--- config.mk ---
export PLATFORM = sky130hd
export DESIGN_NAME = intc_claim
export DESIGN_NICKNAME = d
export VERILOG_FILES = /design/src/rtl/intc_claim.sv
export SDC_FILE = /design/constraint.sdc
export NUM_CORES = 1
export LEC_CHECK = 0
export BUFFER_PORTS_ARGS = -buffer_cell sky130_fd_sc_hd__clkbuf_2
export CORE_MARGIN = 2
export CORE_UTILIZATION = 40
export DETAILED_ROUTE_END_ITERATION = 6
export SLEW_MARGIN = 20
export SYNTH_ARGS = -nofsm -noshare
export SYNTH_HDL_FRONTEND = slang
export SYNTH_SLANG_ARGS = --single-unit
--- constraint.sdc ---
create_clock -name clk -period 95.9 [get_ports clk]
set_input_delay 14.385 -clock clk [delete_from_list [all_inputs] [get_ports clk]]
set_output_delay 14.385 -clock clk [all_outputs]
set_load 0.005 [all_outputs]
--- src/rtl/intc_claim.sv ---
module intc_claim #(
  parameter int NSRC = 32,
  parameter int NCTX = 2,
  parameter int PW = 3,
  parameter int AW = 26,
  parameter logic [NSRC-1:0] EDGE_SRC = 32'hFFFF_0000
) (
  input  logic            clk,
  input  logic            rst_n,
  input  logic [NSRC-1:0] src_in,
  input  logic            bus_valid,
  input  logic            bus_write,
  input  logic [AW-1:0]   bus_addr,
  input  logic [31:0]     bus_wdata,
  output logic [31:0]     bus_rdata,
  output logic [NCTX-1:0] irq_out
);
  localparam int IDW = $clog2(NSRC);
  localparam int NW = (NSRC + 31) / 32;
  localparam int EW = NW * 32;
  localparam int EN_BASE = 32'h2000;
  localparam int EN_STRIDE = 32'h80;
  localparam int CTX_BASE = 32'h20_0000;
  localparam int CTX_STRIDE = 32'h1000;
  localparam logic [EW-1:0] LIVE = (EW'(1) << NSRC) - EW'(2);
  localparam logic [NSRC-1:0] LIVE_S = LIVE[NSRC-1:0];

  logic [PW-1:0]   prio [NSRC];
  logic [EW-1:0]   en [NCTX];
  logic [PW-1:0]   thr [NCTX];
  logic [NSRC-1:0] pend, gate, src_q, rise, arrive, take, drop;
  logic [IDW-1:0]  win_id [NCTX];
  logic [PW-1:0]   win_pr [NCTX];
  logic [31:0]     rd_c;
  logic            claim_any, claim_q;

  wire [AW-1:0] wa = {bus_addr[AW-1:2], 2'b00};
  wire rd = bus_valid & ~bus_write;
  wire wr = bus_valid & bus_write;

  function automatic logic [AW-1:0] ctl_addr(input int c, input int off);
    return AW'(CTX_BASE + c * CTX_STRIDE + off);
  endfunction

  function automatic logic [AW-1:0] en_addr(input int c, input int w);
    return AW'(EN_BASE + c * EN_STRIDE + 4 * w);
  endfunction

  assign rise = src_in & ~src_q;
  assign arrive = ~gate & LIVE_S & ((EDGE_SRC & rise) | (~EDGE_SRC & src_in));

  always_comb begin
    for (int c = 0; c < NCTX; c++) begin
      win_id[c] = '0;
      win_pr[c] = '0;
      for (int i = 1; i < NSRC; i++)
        if (pend[i] && en[c][i] && prio[i] > win_pr[c]) begin
          win_pr[c] = prio[i];
          win_id[c] = IDW'(i);
        end
    end
  end

  generate
    for (genvar c = 0; c < NCTX; c++) begin : g_line
      assign irq_out[c] = win_pr[c] > thr[c];
    end
  endgenerate

  always_comb begin
    take = '0;
    drop = '0;
    claim_any = 1'b0;
    for (int c = 0; c < NCTX; c++) begin
      if (rd && wa == ctl_addr(c, 4)) begin
        claim_any = 1'b1;
        take = (NSRC'(1) << win_id[c]) & LIVE_S;
      end
      if (wr && wa == ctl_addr(c, 4) && bus_wdata < 32'(NSRC))
        drop = gate & (NSRC'(1) << bus_wdata[IDW-1:0]);
    end
  end

  always_comb begin
    rd_c = '0;
    for (int i = 1; i < NSRC; i++)
      if (wa == AW'(4 * i)) rd_c = 32'(prio[i]);
    for (int c = 0; c < NCTX; c++) begin
      for (int w = 0; w < NW; w++)
        if (wa == en_addr(c, w)) rd_c = en[c][w*32 +: 32];
      if (wa == ctl_addr(c, 0)) rd_c = 32'(thr[c]);
      if (wa == ctl_addr(c, 4)) rd_c = 32'(win_id[c]);
    end
  end

  always_ff @(posedge clk or negedge rst_n) begin
    if (!rst_n) begin
      for (int i = 0; i < NSRC; i++) prio[i] <= '0;
      for (int c = 0; c < NCTX; c++) begin
        en[c]  <= '0;
        thr[c] <= '0;
      end
      pend      <= '0;
      gate      <= '0;
      src_q     <= '0;
      bus_rdata <= '0;
      claim_q   <= 1'b0;
    end else begin
      src_q     <= src_in;
      pend      <= (pend | arrive) & ~take;
      gate      <= (gate | take) & ~drop;
      bus_rdata <= rd ? rd_c : '0;
      claim_q   <= claim_any;
      if (wr) begin
        for (int i = 1; i < NSRC; i++)
          if (wa == AW'(4 * i)) prio[i] <= bus_wdata[PW-1:0];
        for (int c = 0; c < NCTX; c++) begin
          for (int w = 0; w < NW; w++)
            if (wa == en_addr(c, w)) en[c][w*32 +: 32] <= bus_wdata & LIVE[w*32 +: 32];
          if (wa == ctl_addr(c, 0)) thr[c] <= bus_wdata[PW-1:0];
        end
      end
    end
  end

  assert_claim_gates_R5: assert property (@(posedge clk) disable iff (!rst_n)
    (claim_q && bus_rdata != 32'd0) |-> (gate[bus_rdata[IDW-1:0]] && !pend[bus_rdata[IDW-1:0]]));

  assert_claim_range_R6: assert property (@(posedge clk) disable iff (!rst_n)
    claim_q |-> bus_rdata < 32'(NSRC));

  assert_gated_quiet_R8: assert property (@(posedge clk) disable iff (!rst_n)
    1'b1 |=> (pend & $past(gate & ~pend)) == '0);

  generate
    for (genvar c = 0; c < NCTX; c++) begin : g_chk
      assert_thr_max_masks_R4: assert property (@(posedge clk) disable iff (!rst_n)
        irq_out[c] |-> thr[c] != '1);
      assert_irq_backed_R4: assert property (@(posedge clk) disable iff (!rst_n)
        irq_out[c] |-> (pend & en[c][NSRC-1:0]) != '0);
    end
  endgenerate
endmodule

==> summary.json, run 1 <==
{
  "routed-via-count": 20840,
  "synth.yosys.warnings": 0,
  "remaining_drc_errors": 0,
  "metal3_wl_um": 4838,
  "num_io_pins": 128,
  "tritoncts.num_buffers": 35,
  "seq_power_share": 0.437,
  "syn_inst": 2533,
  "cp_common_cell": "ha_1",
  "maximum_buffer_depth_of_the_clock_tree": 3,
  "swShare": 0.2452,
  "die-area_um2": 55400,
  "timing.critical_path.to_type": "output port",
  "area_used_by_sequential_logic_in_the_layout_um2": 6782,
  "grt_pass1_wl_um": 121300,
  "ir_worst_vdd_uv": 15.18,
  "hold_path.class": "register to register",
  "critPathSlowestCell": "nor4b_1",
  "worst-endpoint-arrival_ns": 54.03,
  "postSynthAreaPerCell_um2": 8.453,
  "drive_gt1_frac": 0.1650,
  "syn_to_final_growth_pct": 11.54,
  "report.power.total_uw": 262.9,
  "ys_seq_area_frac": 0.3167,
  "synthDistinctLibCells": 115,
  "power_switching_uw": 64.47,
  "worst_path_required_ns": 81.51,
  "initial_utilization": 0.4058,
  "final_max_slew_viol_count": 0,
  "crit_fanout": 10,
  "detail_route.wl_per_cell_um": 23.47,
  "drt_first_iter_violations": 1910,
  "dpl-instance-area_um2": 22710,
  "layout.filler_cells": 5219,
  "cp.buffers_inverters": 15,
  "crit_type": "register to output port",
  "tightest_slew_ns": 1.252,
  "total_leakage_power_uw": 0.01068,
  "multi_input_comb_area_um2": 13800,
  "clock_transition_at_the_registers_of_the_reported_paths_ns": 0.06,
  "synth_flop_cell": "dfrtp_1",
  "clk-insertion-delay-late_ns": 0.56,
  "cell_internal_pwr_uw": 198.4,
  "cts.sink_count": 271,
  "final.setup.worst_slack_ns": 27.49,
  "final-hold-violation-count": 0,
  "detail_route.wirelength.met1_um": 34290,
  "postCtsSetupBuffers": 0,
  "max_clock_freq_mhz": 14.62,
  "crit_path_max_incr_delay_ns": 0.62,
  "fin_worst_skew_ns": 0.02095,
  "drt_pass1_iterations": 6,
  "route.antenna.remaining_nets": 0,
  "gp_routability_congestion": 0.9409,
  "rsz0062_at_grt": "no",
  "gr-usage-all-layers": 0.2793,
  "tritoncts_clock_tree": "built",
  "mappedNetlistNets": 2732,
  "cts_htree_levels": 2,
  "p_per_area_nw_per_um2": 11.01,
  "uppermost_layer_routed": "met4",
  "fin_hold_ws_ns": 0.4808,
  "postSynthRegisterBits": 271,
  "post_drt_via_cell_ratio": 6.236,
  "setup-violations-final": 0,
  "synth_edf_count": 0,
  "tns_ns": 0,
  "cts_hold_buf": 0,
  "pre_cts_ws_ns": 28.84,
  "first_global_vias": 20490,
  "die_y_um": 235.4,
  "met2_wirelength_um": 36520,
  "clockPowerShare": 0.521,
  "combPwrFrac": 0.042,
  "finish.net_count": 2829,
  "numPortBuffers": 124,
  "antenna_found_initial": 0,
  "cp_top_family": "compound AO/OA/AOI/OAI gates",
  "gates_resized_cts_repair": 0,
  "result_of_the_run": "finished clean",
  "final.min_clock_period_ns": 68.41,
  "half_perimeter_wire_length_after_placement_um": 59570,
  "antenna-diode-count": 0,
  "route.final.wire_length_um": 78440,
  "floorplan.core_area_um2": 52760,
  "drv.max_cap_violation_count": 0,
  "grt_start_max_net_pins": 175,
  "netlist_area_um2": 21410,
  "cts_root_buffer": "clkbuf_16",
  "fin_area_um2": 23880,
  "grt_overflow_total": 0,
  "cp-start-kind": "register",
  "min_period_over_period": 0.7134,
  "placementRows": 84,
  "worst_slew_margin_rel": 0.1634,
  "synth_async_sr_flop_share": 1.000,
  "die_width_um": 235.4
}
==> cell families (layout without fill, tap and decap cells) <==
kind of cell,Yosys count,in the layout,share of synthesized area
AO/OA/AOI/OAI,733,733,0.2422
XOR/XNOR,14,14,0.005726
adder cells (fa/ha/maj),134,134,0.07491
buffers and inverters,216,337,0.03938
flip-flops,271,271,0.3167
multiplexers,195,195,0.1031
AND/OR/NAND/NOR,970,970,0.2179
==> final timing paths <==
check                          from  cells after the start            end  slack [ns]
min in group asynchronous     rst_n                      1  bus_rdata[24]       13.85
max in group asynchronous     rst_n                      2         en[41]       80.57
hold reg to reg            gate[25]                      1       gate[25]        0.48
setup / recovery              en[1]                    224     irq_out[1]       27.49
hold / removal             gate[25]                      1       gate[25]        0.48
setup reg to reg              en[1]                    221       gate[30]       41.79
==> cells in the final DEF, fill, tap and decap left out, types with 17 or more instances in the layout <==
cell type	instances
nor2b_1	30
mux2i_1	35
o21ai_1	17
a31oi_1	63
nand4_1	27
a22oi_1	37
clkbuf_2	123
nor4_1	20
nand2b_1	19
o21ai_0	143
or2_2	20
o31ai_1	24
maj3_1	29
and2_1	32
nor2_1	255
dfrtp_1	271
a211oi_1	27
nand3_1	113
o22ai_1	19
ha_1	105
and3_1	42
or3_1	19
nand2_1	285
inv_1	137
o21a_1	29
mux2_2	153
nor3_1	46
a21oi_1	129
clkbuf_16	37
o211ai_1	29
==> final cells by class <==
class | instances | share of cell area
multi-input combinational | 2046 | 0.5779
sequential | 271 | 0.2840
clock buffer | 48 | 0.04343
tap | 688 | 0.03605
timing repair buffer | 139 | 0.03164
inverter | 137 | 0.02153
clock inverter | 13 | 0.005501
==> routing by layer <==
layer | track usage | vias to the layer above
met3 | 0.03893 | 161
met1 | 0.3678 | 10240
met5 | 0 | -
met4 | 0.09940 | 0
li1 | - | 9659
met2 | 0.4684 | 783
==> flip-flops by register name (all words and copies together), names as in the netlist <==
| register | cells |
|---|---|
| prio | 93 |
| en | 62 |
| bus_rdata | 32 |
| gate | 31 |
| pend | 31 |
| src_q | 16 |
| thr | 6 |
==> power groups by stage <==
stage / Sequential (uW) / Combinational [uW] / Clock [uW]
floorplan: 117 / 2.79 / 0
global placement: 117 / 10.9 / 0
detailed placement: 117 / 11.0 / 0
CTS: 115 / 11.0 / 140
global route: 115 / 11.8 / 144
finish: 115 / 11.0 / 137
==> per-stage QoR <==
| stage | util | cells |
|---|---|---|
| finish | 0.4526 | 3342 |
| detailed placement | 0.4304 | 3281 |
| floorplan | - | 2533 |
| global route | 0.4526 | 3342 |
| CTS | 0.4525 | 3342 |
| global placement | 0.4304 | 3281 |
==> cells in the mapped netlist (9+ instances only) <==
library cell,instances,area share
a211o_1,12,0.0049
a211oi_1,27,0.0095
a21o_1,16,0.0056
a21oi_1,129,0.030
a221oi_1,16,0.0065
a22oi_1,37,0.013
a31oi_1,63,0.018
and2_1,32,0.0093
and3_1,43,0.013
buf_1,9,0.0016
clkbuf_1,57,0.010
dfrtp_1,271,0.32
ha_1,105,0.061
inv_1,137,0.024
maj3_1,29,0.014
mux2_2,153,0.080
mux2i_1,35,0.016
nand2_1,287,0.050
nand2b_1,19,0.0056
nand3_1,113,0.026
nand4_1,27,0.0079
nor2_1,255,0.045
nor2b_1,30,0.0088
nor3_1,46,0.011
nor3b_1,9,0.0032
nor4_1,20,0.0058
o2111ai_1,12,0.0049
o211a_1,16,0.0075
o211ai_1,29,0.010
o21a_1,29,0.010
o21ai_0,143,0.033
o21ai_1,17,0.0040
o22ai_1,19,0.0056
o31ai_1,24,0.0084
or2_2,20,0.0058
or3_1,19,0.0056
xnor2_1,10,0.0041
No activity file was read; power rests on OpenSTA's default activity.
==> inputs of run 2 (changes only) <==
- ABC_AREA: default -> 1
- clock period: 95.9 -> 60 ns (I/O delays scaled with it)
==> summary.json, run 2 <==
{
  "cp_common_cell": "o21ai_0",
  "cts_htree_levels": {"value": 2, "change": "unchanged"},
  "timing.critical_path.from": "prio[92]",
  "swShare": {"value": 0.2442, "change": "-0.0009731"},
  "ys_seq_area_frac": {"value": 0.3310, "change": "+0.01431"},
  "synth.yosys.warnings": {"value": 0, "change": "unchanged"},
  "min_period_over_period": 0.7374,
  "gates_resized_cts_repair": {"value": 0, "change": "unchanged"},
  "setup-violations-final": {"value": 0, "change": "unchanged"},
  "post_drt_via_cell_ratio": {"value": 5.540, "change": "-11%"},
  "layout_common_cells": "nand2_1 (664), inv_1 (385), o21ai_0 (318)",
  "final-hold-violation-count": {"value": 0, "change": "unchanged"},
  "drt_pass1_iterations": {"value": 5, "change": "-1"},
  "worst_slew_margin_rel": {"value": 0.2179, "change": "+0.05447"},
  "syn_inst": {"value": 2912, "change": "+15%"},
  "synth_area_leaders": "dfrtp_1 (33%), nand2_1 (12%), o21ai_0 (7.8%)",
  "synth_commonest_cells": "nand2_1 (666), inv_1 (388), o21ai_0 (318), dfrtp_1 (271), nand3_1 (213)",
  "half_perimeter_wire_length_after_placement": {"value": 54930, "unit": "um", "change": "-7.8%"},
  "initial_utilization": {"value": 0.4067, "change": "+0.0008323"},
  "grt_overflow_total": {"value": 0, "change": "unchanged"},
  "postSynthAreaPerCell": {"value": 7.035, "unit": "um2", "change": "-17%"},
  "route.final.wire_length": {"value": 70950, "unit": "um", "change": "-9.5%"},
  "gr-usage-all-layers": {"value": 0.2660, "change": "-0.01328"},
  "final.setup.worst_slack": {"value": 15.75, "unit": "ns", "change": "-11.73 ns"},
  "finish.net_count": {"value": 3227, "change": "+14%"},
  "reg2reg_from": "prio[92]",
  "area_share_of_the_largest_cell_type_after_synthesis": {"value": 0.3310, "change": "+0.01431"},
  "numPortBuffers": {"value": 124, "change": "unchanged"},
  "ir_worst_vdd": {"value": 22.93, "unit": "uV", "change": "+51%"},
  "worst_path_required": {"value": 51.00, "unit": "ns", "change": "-30.51 ns"},
  "routed-via-count": {"value": 20620, "change": "-1.0%"},
  "fin_hold_ws": {"value": 0.4847, "unit": "ns", "change": "+0.003850 ns"},
  "cts.sink_count": {"value": 271, "change": "unchanged"},
  "hold_path.class": "register to register",
  "grt_start_max_net_pins": {"value": 166, "change": "-5.1%"},
  "num_io_pins": {"value": 128, "change": "unchanged"},
  "die_y": {"value": 230.3, "unit": "um", "change": "-2.1%"},
  "worst-endpoint-arrival": {"value": 35.25, "unit": "ns", "change": "-18.78 ns"},
  "mappedNetlistNets": {"value": 3111, "change": "+14%"},
  "maximum_buffer_depth_of_the_clock_tree": {"value": 3, "change": "unchanged"},
  "antenna-diode-count": {"value": 0, "change": "unchanged"},
  "postSynthRegisterBits": {"value": 271, "change": "unchanged"},
  "clock_transition_at_the_registers_of_the_reported_paths": {"value": 0.06, "unit": "ns", "change": "about the same"},
  "combPwrFrac": {"value": 0.037, "change": "-0.005"},
  "synth_top_cell_by_area": "dfrtp_1",
  "crit_type": "register to output port",
  "gp_routability_congestion": {"value": 0.9290, "change": "-1.3%"},
  "p_per_area": {"value": 17.62, "unit": "nW/um2", "change": "+60%"},
  "cts_root_buffer": "clkbuf_16",
  "crit_path_max_incr_delay": {"value": 0.48, "unit": "ns", "change": "-0.14 ns"},
  "synth_edf_count": {"value": 0, "change": "unchanged"},
  "largest_registers": "prio (93), en (62), bus_rdata (32)",
  "die-area": {"value": 53040, "unit": "um2", "change": "-4.3%"},
  "synth_flop_cell": "dfrtp_1",
  "tns": {"value": 0, "unit": "ns", "change": "unchanged"},
  "tightest_slew": {"value": 1.162, "unit": "ns", "change": "-0.08972 ns"},
  "detail_route.wl_per_cell": {"value": 19.06, "unit": "um", "change": "-19%"},
  "cts_hold_buf": {"value": 0, "change": "unchanged"},
  "cell_internal_pwr": {"value": 304.9, "unit": "uW", "change": "+54%"},
  "power_switching": {"value": 98.54, "unit": "uW", "change": "+53%"},
  "synthDistinctLibCells": {"value": 61, "change": "-47%"},
  "rsz0062_at_grt": "no",
  "dp_cell_count": {"value": 3664, "change": "+12%"},
  "critPathSlowestCell": "dfrtp_1",
  "seq_power_share": {"value": 0.455, "change": "+0.018"},
  "max_clock_freq_mhz": 22.60,
  "largest_reg_flops": {"value": 93, "change": "unchanged"},
  "clockPowerShare": {"value": 0.508, "change": "-0.013"},
  "most_common_library_cell_in_the_layout_ignoring_fill_and_taps": "nand2_1",
  "grt_pass1_wl": {"value": 110300, "unit": "um", "change": "-9.0%"},
  "route.antenna.remaining_nets": {"value": 0, "change": "unchanged"},
  "antenna_found_initial": {"value": 1, "change": "+1"},
  "placementRows": {"value": 82, "change": "-2.4%"},
  "postCtsSetupBuffers": {"value": 0, "change": "unchanged"},
  "tritoncts.num_buffers": {"value": 34, "change": "-2.9%"},
  "drv.max_cap_violation_count": {"value": 0, "change": "unchanged"},
  "result_of_the_run": "finished clean",
  "remaining_drc_errors": {"value": 0, "change": "unchanged"},
  "crit_fanout": {"value": 10, "change": "unchanged"},
  "final_cells": {"value": 3723, "change": "+11%"},
  "clk-insertion-delay-late": {"value": 0.56, "unit": "ns", "change": "about the same"},
  "fin_worst_skew": {"value": 0.01672, "unit": "ns", "change": "-0.004233 ns"},
  "post-synth-top-count-cell": "nand2_1",
  "regMostFlops": "prio",
  "cp-start-kind": "register",
  "pre_cts_ws": {"value": 17.12, "unit": "ns", "change": "-11.72 ns"},
  "tritoncts_clock_tree": "built",
  "first_global_vias": {"value": 19560, "change": "-4.6%"},
  "drive_gt1_frac": {"value": 0.1396, "change": "-0.02541"},
  "synth_async_sr_flop_share": {"value": 1.000, "change": "unchanged"},
  "final.min_clock_period_ns": 44.25,
  "netlist_area": {"value": 20490, "unit": "um2", "change": "-4.3%"},
  "regToRegSetupSlack": {"value": 24.82, "unit": "ns", "change": "-16.97 ns"},
  "drt_first_iter_violations": {"value": 1818, "change": "-4.8%"},
  "final_max_slew_viol_count": {"value": 0, "change": "unchanged"},
  "syn_to_final_growth_pct": 11.79,
  "total_leakage_power": {"value": 0.01108, "unit": "uW", "change": "+3.7%"},
  "timing.critical_path.to_type": "output port",
  "hold_path.startpoint": "prio[36]",
  "floorplan.core_area": {"value": 50380, "unit": "um2", "change": "-4.5%"},
  "die_width": {"value": 230.3, "unit": "um", "change": "-2.1%"}
}
run 2: cell count changes after synthesis, sizes merged, moves of 47 or more:
| cell | change |
|---|---|
| inv | +272 |
| o21ai | +221 |
| nand3 | +126 |
| nand2 | +486 |
| a31oi | -47 |
| nand4 | +67 |
| mux2 | -156 |
run 2: power by group through the flow:
| stage | registers [uW] | logic (uW) | clock network (uW) |
|---|---|---|---|
| after floorplan | 187 | 4.07 | 0 |
| after global placement | 187 | 15.0 | 0 |
| after detailed placement | 187 | 15.2 | 0 |
| after CTS | 183 | 15.3 | 209 |
| after global routing | 183 | 16.8 | 216 |
| final | 183 | 15.1 | 205 |
run 2: cells by family after synthesis:
kind of cell | synth area share
buf+inv | 0.09161
fa+ha+maj | 0.06413
compound gates | 0.1750
flops | 0.3310
simple gates | 0.3382
run 2: per-stage QoR:
| step | power [uW] | util | area, um2 |
|---|---|---|---|
| 2_1_floorplan | 190.9 | - | 20490 |
| 3_3_place_gp | 201.8 | 0.4330 | 21810 |
| 3_5_place_dp | 202.0 | 0.4330 | 21810 |
| 4_1_cts | 407.4 | 0.4546 | 22900 |
| 5_1_grt | 416.2 | 0.4546 | 22900 |
| 6_report | 403.5 | 0.4546 | 22900 |
run 2: metal layers:
| metal | global-route usage | share of wire |
|---|---|---|
| met1 | 0.3598 | 0.45 |
| met2 | 0.4382 | 0.46 |
| met3 | 0.03522 | 0.060 |
| met4 | 0.08871 | 0.031 |
| met5 | 0 | 0 |
run 2: final timing paths:
check                           depth (start not counted)            end
worst min register to register                          2       prio[36]
max in group asynchronous                               2         en[40]
worst min-delay path                                    2       prio[36]
min in group asynchronous                               1  bus_rdata[30]
worst max register to register                        189        gate[8]
worst max-delay path                                  186     irq_out[0]
run 2: area by class of cell:
type | instances | area, um2
clock buffer | 45 | 963.4
clock inverter | 14 | 125.1
fill | 5143 | 27470
inverter | 417 | 1570
multi-input combinational | 2163 | 11850
sequential | 271 | 6782
tap | 672 | 840.8
timing repair buffer | 141 | 770.7
run 2: critical path, delay by kind of cell, from the launching register on:
family | cells | cell delay [ns]
AO/OA/AOI/OAI | 75 | 14.15
adder cells (fa/ha/maj) | 31 | 9.29
buffers and inverters | 3 | 0.48
flip-flops | 1 | 0.48
AND/OR/NAND/NOR | 77 | 10.28
